[src/rtl/rdma_pkg.sv]
package rdma_pkg;
  localparam logic [4:0] OFF_CMD     = 5'h00;
  localparam logic [4:0] OFF_STATUS  = 5'h07;
  localparam logic [4:0] OFF_ADDR_LO = 5'h08;
  localparam logic [4:0] OFF_ADDR_HI = 5'h09;
  localparam logic [4:0] OFF_CNT_LO  = 5'h0A;
  localparam logic [4:0] OFF_CNT_HI  = 5'h0B;

  typedef enum logic [1:0] {
    ST_IDLE  = 2'd0,
    ST_READ  = 2'd1,
    ST_WRITE = 2'd2
  } dmaState_t;

  typedef struct packed {
    logic ldAddrLo;
    logic ldAddrHi;
    logic ldCntLo;
    logic ldCntHi;
    logic step;
    logic capture;
  } dmaStb_t;
endpackage

[src/rtl/rdma_dpath.sv]
module rdma_dpath
  import rdma_pkg::*;
#(
  parameter int ADDR_W     = 16,
  parameter int CNT_W      = 16,
  parameter int DATA_W     = 8,
  parameter int RING_START = 8'h4C,
  parameter int RING_STOP  = 8'h60
) (
  input  logic              clk,
  input  logic              rstN,
  input  dmaStb_t           stb,
  input  logic [DATA_W-1:0] wrByte,
  input  logic [DATA_W-1:0] memRdData,
  output logic [ADDR_W-1:0] curAddr,
  output logic [DATA_W-1:0] rdBuf,
  output logic              countIsZero,
  output logic              countIsOne
);
  localparam int PAGE_W = ADDR_W - 8;
  localparam logic [ADDR_W-1:0] WRAP_AT   = {PAGE_W'(RING_STOP), 8'h00};
  localparam logic [ADDR_W-1:0] WRAP_TO   = {PAGE_W'(RING_START), 8'h00};
  localparam logic [ADDR_W-1:0] LAST_BYTE = WRAP_AT - 1'b1;

  logic [CNT_W-1:0]  curCount;
  logic [ADDR_W-1:0] incAddr;
  logic [ADDR_W-1:0] nextAddr;

  assign incAddr     = curAddr + 1'b1;
  assign nextAddr    = (incAddr == WRAP_AT) ? WRAP_TO : incAddr;
  assign countIsZero = (curCount == '0);
  assign countIsOne  = (curCount == CNT_W'(1));

  always_ff @(posedge clk) begin
    if (!rstN) begin
      curAddr  <= '0;
      curCount <= '0;
      rdBuf    <= '0;
    end else begin
      if (stb.ldAddrLo) curAddr[7:0]        <= wrByte;
      if (stb.ldAddrHi) curAddr[ADDR_W-1:8] <= wrByte[PAGE_W-1:0];
      if (stb.ldCntLo)  curCount[7:0]       <= wrByte;
      if (stb.ldCntHi)  curCount[CNT_W-1:8] <= wrByte[CNT_W-9:0];
      if (stb.step) begin
        curAddr  <= nextAddr;
        curCount <= curCount - 1'b1;
      end
      if (stb.capture) rdBuf <= memRdData;
    end
  end

  // ring wrap from the last byte of the stop-1 page
  p_wrap_r6: assert property (@(posedge clk) disable iff (!rstN)
    (stb.step && curAddr == LAST_BYTE) |=> (curAddr == WRAP_TO));

  // every accepted access consumes one count
  p_count_step_r5: assert property (@(posedge clk) disable iff (!rstN)
    (stb.step && !stb.ldCntLo && !stb.ldCntHi) |=> (curCount == $past(curCount) - 1'b1));
endmodule

[src/rtl/rdma_ctrl.sv]
module rdma_ctrl
  import rdma_pkg::*;
(
  input  logic       clk,
  input  logic       rstN,
  input  logic       busWr,
  input  logic       busRd,
  input  logic [4:0] busAddr,
  input  logic [4:0] cmdBits,
  input  logic       countIsZero,
  input  logic       countIsOne,
  output dmaStb_t    stb,
  output logic       busy,
  output logic       reading,
  output logic       doneFlag,
  output logic       memRe,
  output logic       memWe
);
  dmaState_t  state;
  logic [1:0] pageQ;
  logic       fetchQ;
  logic       captureQ;
  logic       portHit, regWrP0, cmdWr, doneClr, rdAct, wrAct;
  logic [2:0] cmdField;

  assign cmdField = cmdBits[2:0];
  assign portHit  = (busAddr[4:3] == 2'b10);
  assign regWrP0  = busWr && (pageQ == 2'd0);
  assign cmdWr    = busWr && (busAddr == OFF_CMD);
  assign doneClr  = regWrP0 && (busAddr == OFF_STATUS) && cmdBits[3];
  assign reading  = (state == ST_READ);
  assign busy     = (state != ST_IDLE);
  assign rdAct    = busRd && portHit && reading;
  assign wrAct    = busWr && portHit && (state == ST_WRITE);
  assign memWe    = wrAct;
  assign memRe    = fetchQ && reading;

  always_comb begin
    stb          = '0;
    stb.ldAddrLo = regWrP0 && (busAddr == OFF_ADDR_LO);
    stb.ldAddrHi = regWrP0 && (busAddr == OFF_ADDR_HI);
    stb.ldCntLo  = regWrP0 && (busAddr == OFF_CNT_LO);
    stb.ldCntHi  = regWrP0 && (busAddr == OFF_CNT_HI);
    stb.step     = rdAct || wrAct;
    stb.capture  = captureQ;
  end

  always_ff @(posedge clk) begin
    if (!rstN) begin
      state    <= ST_IDLE;
      pageQ    <= '0;
      fetchQ   <= 1'b0;
      captureQ <= 1'b0;
      doneFlag <= 1'b0;
    end else begin
      fetchQ   <= 1'b0;
      captureQ <= memRe;
      if (doneClr) doneFlag <= 1'b0;
      if (cmdWr) begin
        pageQ <= cmdBits[4:3];
        if (cmdField[2]) begin
          state <= ST_IDLE;
        end else if (cmdField == 3'b001 || cmdField == 3'b010) begin
          if (countIsZero) begin
            state    <= ST_IDLE;
            doneFlag <= 1'b1;
          end else begin
            state  <= (cmdField == 3'b001) ? ST_READ : ST_WRITE;
            fetchQ <= (cmdField == 3'b001);
          end
        end
      end else if (stb.step) begin
        if (countIsOne) begin
          state    <= ST_IDLE;
          doneFlag <= 1'b1;
        end else begin
          fetchQ <= reading;
        end
      end
    end
  end

  // abort drops the transfer without touching the completion flag
  p_abort_r8: assert property (@(posedge clk) disable iff (!rstN)
    (cmdWr && cmdField[2]) |=> (!busy && doneFlag == $past(doneFlag)));

  // clearing write removes the completion flag
  p_clear_r9: assert property (@(posedge clk) disable iff (!rstN)
    doneClr |=> !doneFlag);

  // the flag rises only when the count is used up
  p_done_end_r5: assert property (@(posedge clk) disable iff (!rstN)
    $rose(doneFlag) |-> ($past(countIsOne) || $past(countIsZero)));
endmodule

[src/rtl/rdma_engine.sv]
module rdma_engine
  import rdma_pkg::*;
#(
  parameter int ADDR_W     = 16,
  parameter int CNT_W      = 16,
  parameter int RING_START = 8'h4C,
  parameter int RING_STOP  = 8'h60
) (
  input  logic              clk,
  input  logic              rstN,
  input  logic              busWr,
  input  logic              busRd,
  input  logic [4:0]        busAddr,
  input  logic [7:0]        busWrData,
  output logic [7:0]        busRdData,
  output logic [ADDR_W-1:0] memAddr,
  output logic              memRe,
  output logic              memWe,
  output logic [7:0]        memWrData,
  input  logic [7:0]        memRdData,
  output logic              busy,
  output logic              doneFlag
);
  dmaStb_t    stb;
  logic       reading, countIsZero, countIsOne;
  logic [7:0] rdBuf;

  rdma_ctrl u_ctrl (
    .clk(clk), .rstN(rstN), .busWr(busWr), .busRd(busRd), .busAddr(busAddr),
    .cmdBits(busWrData[7:3]), .countIsZero(countIsZero), .countIsOne(countIsOne),
    .stb(stb), .busy(busy), .reading(reading), .doneFlag(doneFlag),
    .memRe(memRe), .memWe(memWe)
  );

  rdma_dpath #(
    .ADDR_W(ADDR_W), .CNT_W(CNT_W), .DATA_W(8),
    .RING_START(RING_START), .RING_STOP(RING_STOP)
  ) u_dpath (
    .clk(clk), .rstN(rstN), .stb(stb), .wrByte(busWrData), .memRdData(memRdData),
    .curAddr(memAddr), .rdBuf(rdBuf), .countIsZero(countIsZero), .countIsOne(countIsOne)
  );

  assign memWrData = busWrData;
  assign busRdData = (busRd && busAddr[4:3] == 2'b10 && reading) ? rdBuf : 8'h00;

  // an idle engine leaves memory and the read port quiet
  p_idle_quiet_r7: assert property (@(posedge clk) disable iff (!rstN)
    !busy |-> (!memWe && busRdData == 8'h00));
endmodule

[config.mk]
export PLATFORM = sky130hd
export DESIGN_NAME = rdma_engine
export DESIGN_NICKNAME = d
export VERILOG_FILES = /design/src/rtl/rdma_pkg.sv /design/src/rtl/rdma_dpath.sv /design/src/rtl/rdma_ctrl.sv /design/src/rtl/rdma_engine.sv
export SDC_FILE = /design/constraint.sdc
export NUM_CORES = 1
export LEC_CHECK = 0
export BUFFER_PORTS_ARGS = -buffer_cell sky130_fd_sc_hd__buf_4
export CORE_MARGIN = 3
export CORE_UTILIZATION = 51
export DETAILED_ROUTE_END_ITERATION = 16
export HOLD_SLACK_MARGIN = 0.15
export PLACE_DENSITY = 0.82
export SETUP_SLACK_MARGIN = 0.5
export SLEW_MARGIN = 20
export SYNTH_ARGS = -nofsm -noshare
export SYNTH_HDL_FRONTEND = slang
export SYNTH_HIERARCHICAL = 1
export SYNTH_SLANG_ARGS = --single-unit
export TNS_END_PERCENT = 20
[constraint.sdc]
create_clock -name clk -period 3.32 [get_ports clk]
set_input_delay 0.166 -clock clk [delete_from_list [all_inputs] [get_ports clk]]
set_output_delay 0.166 -clock clk [all_outputs]
set_load 0.01 [all_outputs]
==> flow_summary.ini <==
[cts]
cts.path.max_buffers = 2
cts_tree = yes
cts_root_buf = clkbuf_8
post_cts_buffers = 0
cts_sinks = 47
ctsHoldBuffers = 5
cts_buffers = 5
clk_pin_slew_ns = 0.09
clkLatencyLatePin_ns = 0.31
post_cts_resized = 0
htreeDepth = 2

[setup_path]
regToRegSetupSlack_ns = 1.03
startpoint = u_ctrl/pageQ[0]
startpoint_type = flop
worstReg2RegStart = u_ctrl/pageQ[0]
r2r_cells = 7
critPathKind = flop to flop
crit_arrival_ns = 2.51
crit_end = u_dpath/curCount[4]
cp-end-kind = flop
critPathMaxFanout = 9
crit_required_ns = 3.54
rr_endpoint = u_dpath/curCount[4]

[synthesis]
synth_area_leaders = dfxtp_1 31%, mux2i_1 4.3%, o21ai_0 4.3%
yosys_most_used_dff = dfxtp_1
synth_top_area_cell = dfxtp_1
yosysUniqueCellTypes = 64
ys.warnings.count = 6
postSynthRegisterBits = 47
async_flop_share_pct = 0
yosysTopAreaCellShare_pct = 30.74
avgSynthCellArea_um2 = 8.205
synth_cells = 373
yosysSeqAreaShare_pct = 30.74
syn_nets = 402
syn_area_um2 = 3060
synth_edf_count = 0

[grt]
grt_overflow = 0
grt_max_degree = 62
grt_first_pass_wirelength_um = 13260
track_usage_pct = 22.77
grt_pass1_vias = 2777
grt_antenna_before_repair = 0

[timing]
slew_headroom_pct = 40.61
layout_setup_ws_ns = 1.030
post-route-period-util_pct = 68.99
setup-violations-final = 0
final_max_slew_viol_count = 0
hold_viol = 0
rsz0062_at_grt = no
fmax_mhz = 436.6
clock_skew_ns = 0.01392
finalCriticalPeriod_ns = 2.290
worst_pin_slew_ns = 0.8889
tns_ns = 0

[die]
num_rows = 27
ios = 61
coreArea_um2 = 5642
dieWidth_um = 83.47
initial_core_util_pct = 54.25
fp.dieH_um = 83.47
fp.dieArea_um2 = 6966

[route]
routed-wl-met3_um = 719
drc = 0
viasPerCell = 6.196
wl_per_cell_um = 16.22
drt-initial-drc-count = 277
ant_nets = 0
top_layer_used = met4
drtPass1Iterations = 5
wirelength_met1_um = 3561
via_count = 3061
wl_um = 8015
route.met2.wl_um = 3626

[power]
p_int_w = 0.0007722
pwr-share-seq_pct = 54.4
swShare_pct = 26.67
p_sw_w = 0.0002809
p_leak_nw = 1.465
clkPwrFrac_pct = 34.5
ir_drop_uv = 139.6
pwr-share-comb_pct = 11.0
p_total_w = 0.001053
p_per_area_nw_per_um2 = 293.8

[place]
dpl-instance-area_um2 = 3442
place.detailed.hpwl_um = 5671
place_ws_ns = 1.112
place_congestion = 0.9257
io_buffers = 60

[finish]
layout-drive-gt1-share_pct = 22.04
fillCellCount = 511
ff_latch_area_um2 = 940.9
fin_util_pct = 63.54
n_antenna_cell = 0
multiInputGateArea_um2 = 1886
area_growth_pct = 17.13
stdcell_area_um2 = 3585
fin_nets = 450

[job]
maxCapViolCount = 0

[status]
status = completed

[min_path]
hold_class = primary input to flop
## layout make-up
class	instances	share of cell area, %
clock inverters	3	0.6632
flip-flops and latches	47	26.25
well taps	72	2.513
inverters	14	1.466
multi-input cells	285	52.60
repair buffers	68	14.59
clock buffers	5	1.920
## cell usage in the layout (no fill, tap or decap), types with 3 or more instances in the layout
cell           count
nand2_1           23
inv_1             14
o21ai_0           26
nor2b_1           17
buf_4             63
and4_1             3
o21a_1             4
a32oi_1            5
a21oi_1           21
a31oi_1            3
and2_1             4
nor3_1            10
nand4_1            5
nor2_1            31
dfxtp_1           47
and2_2             8
nand2b_1           6
mux2i_1           13
nor3b_1            3
nand3b_1           4
dlygate4sd3_1      5
nor4_1             7
clkbuf_8           5
o211a_1            4
xnor2_1            5
and3_1             8
a211oi_1           3
a21boi_0           5
nand3_1           13
a311oi_1           9
ha_1               4
## state kept, by name, indices dropped and copies added (netlist names)
name              count
u_dpath/curAddr      16
u_ctrl/doneFlag       1
u_dpath/curCount     16
u_dpath/rdBuf         8
u_ctrl/state          2
u_ctrl/captureQ       1
u_ctrl/fetchQ         1
u_ctrl/pageQ          2
## power by group through the flow
stage / logic [W] / registers [W] / clock network, W
2_1_floorplan: 0.0000590 / 0.000585 / 0
3_3_place_gp: 0.000109 / 0.000586 / 0
3_5_place_dp: 0.000110 / 0.000586 / 0
4_1_cts: 0.000115 / 0.000573 / 0.000375
5_1_grt: 0.000126 / 0.000574 / 0.000395
6_report: 0.000116 / 0.000573 / 0.000364
## metrics by stage
step,instances,hold WS (ns)
6_report,494,0.1567
4_1_cts,494,0.1520
2_1_floorplan,373,0.3099
3_3_place_gp,481,0.4295
3_5_place_dp,481,0.4382
5_1_grt,494,0.1554
## layer usage
| metal | global-route usage, % | vias to the layer above |
|---|---|---|
| li1 | - | 1469 |
| met1 | 30.89 | 1438 |
| met2 | 36.01 | 144 |
| met3 | 4.344 | 10 |
| met4 | 8.333 | 0 |
| met5 | 0 | - |
## critical path, cell delays in order (launching register included)
cell,delay (ns)
dfxtp_1,0.33
nor4_1,0.27
nand3_1,0.18
nor3b_1,0.76
nor2_1,0.23
a21oi_1,0.19
nor2_1,0.06
a311oi_1,0.20
## cell families after synthesis
logic type      Yosys count  share of synthesized area, %
fa+ha+maj                 4                         1.635
xor+xnor                  5                         1.431
flops                    47                         30.74
compound gates          100                         22.12
buf+inv                  41                         7.645
simple gates            161                         31.44
mux                      15                         4.988
## Yosys cell counts, types with 3 or more instances
cell type / instances
mux2i_1: 13
nor2b_1: 17
a32oi_1: 5
a21oi_1: 21
and4_1: 3
ha_1: 4
nand4_1: 5
o21a_1: 4
nor3b_1: 3
o211a_1: 4
a211oi_1: 3
a31oi_1: 3
and2_1: 4
buf_4: 10
nand3b_1: 4
nor3_1: 10
dfxtp_1: 47
clkbuf_1: 8
xnor2_1: 5
and3_1: 8
nor4_1: 7
a311oi_1: 9
nand2_1: 23
and2_2: 8
nor2_1: 31
nand3_1: 13
o21ai_0: 26
nand2b_1: 6
a21boi_0: 5
buf_6: 4
inv_1: 14
## worst min-delay path by stage
| stage | startpoint | endpoint | slack, ns | cells after the start |
|---|---|---|---|---|
| after detailed placement | memRdData[6] | u_dpath/rdBuf[6] | 0.44 | 3 |
| after global placement | memRdData[6] | u_dpath/rdBuf[6] | 0.43 | 3 |
| after global routing | memRdData[3] | u_dpath/rdBuf[3] | 0.16 | 3 |
| after floorplan | busWrData[6] | u_ctrl/pageQ[0] | 0.31 | 2 |
| final | memRdData[3] | u_dpath/rdBuf[3] | 0.16 | 3 |
| after CTS | memRdData[3] | u_dpath/rdBuf[3] | 0.15 | 3 |
Power figures use the tool's default switching activity.
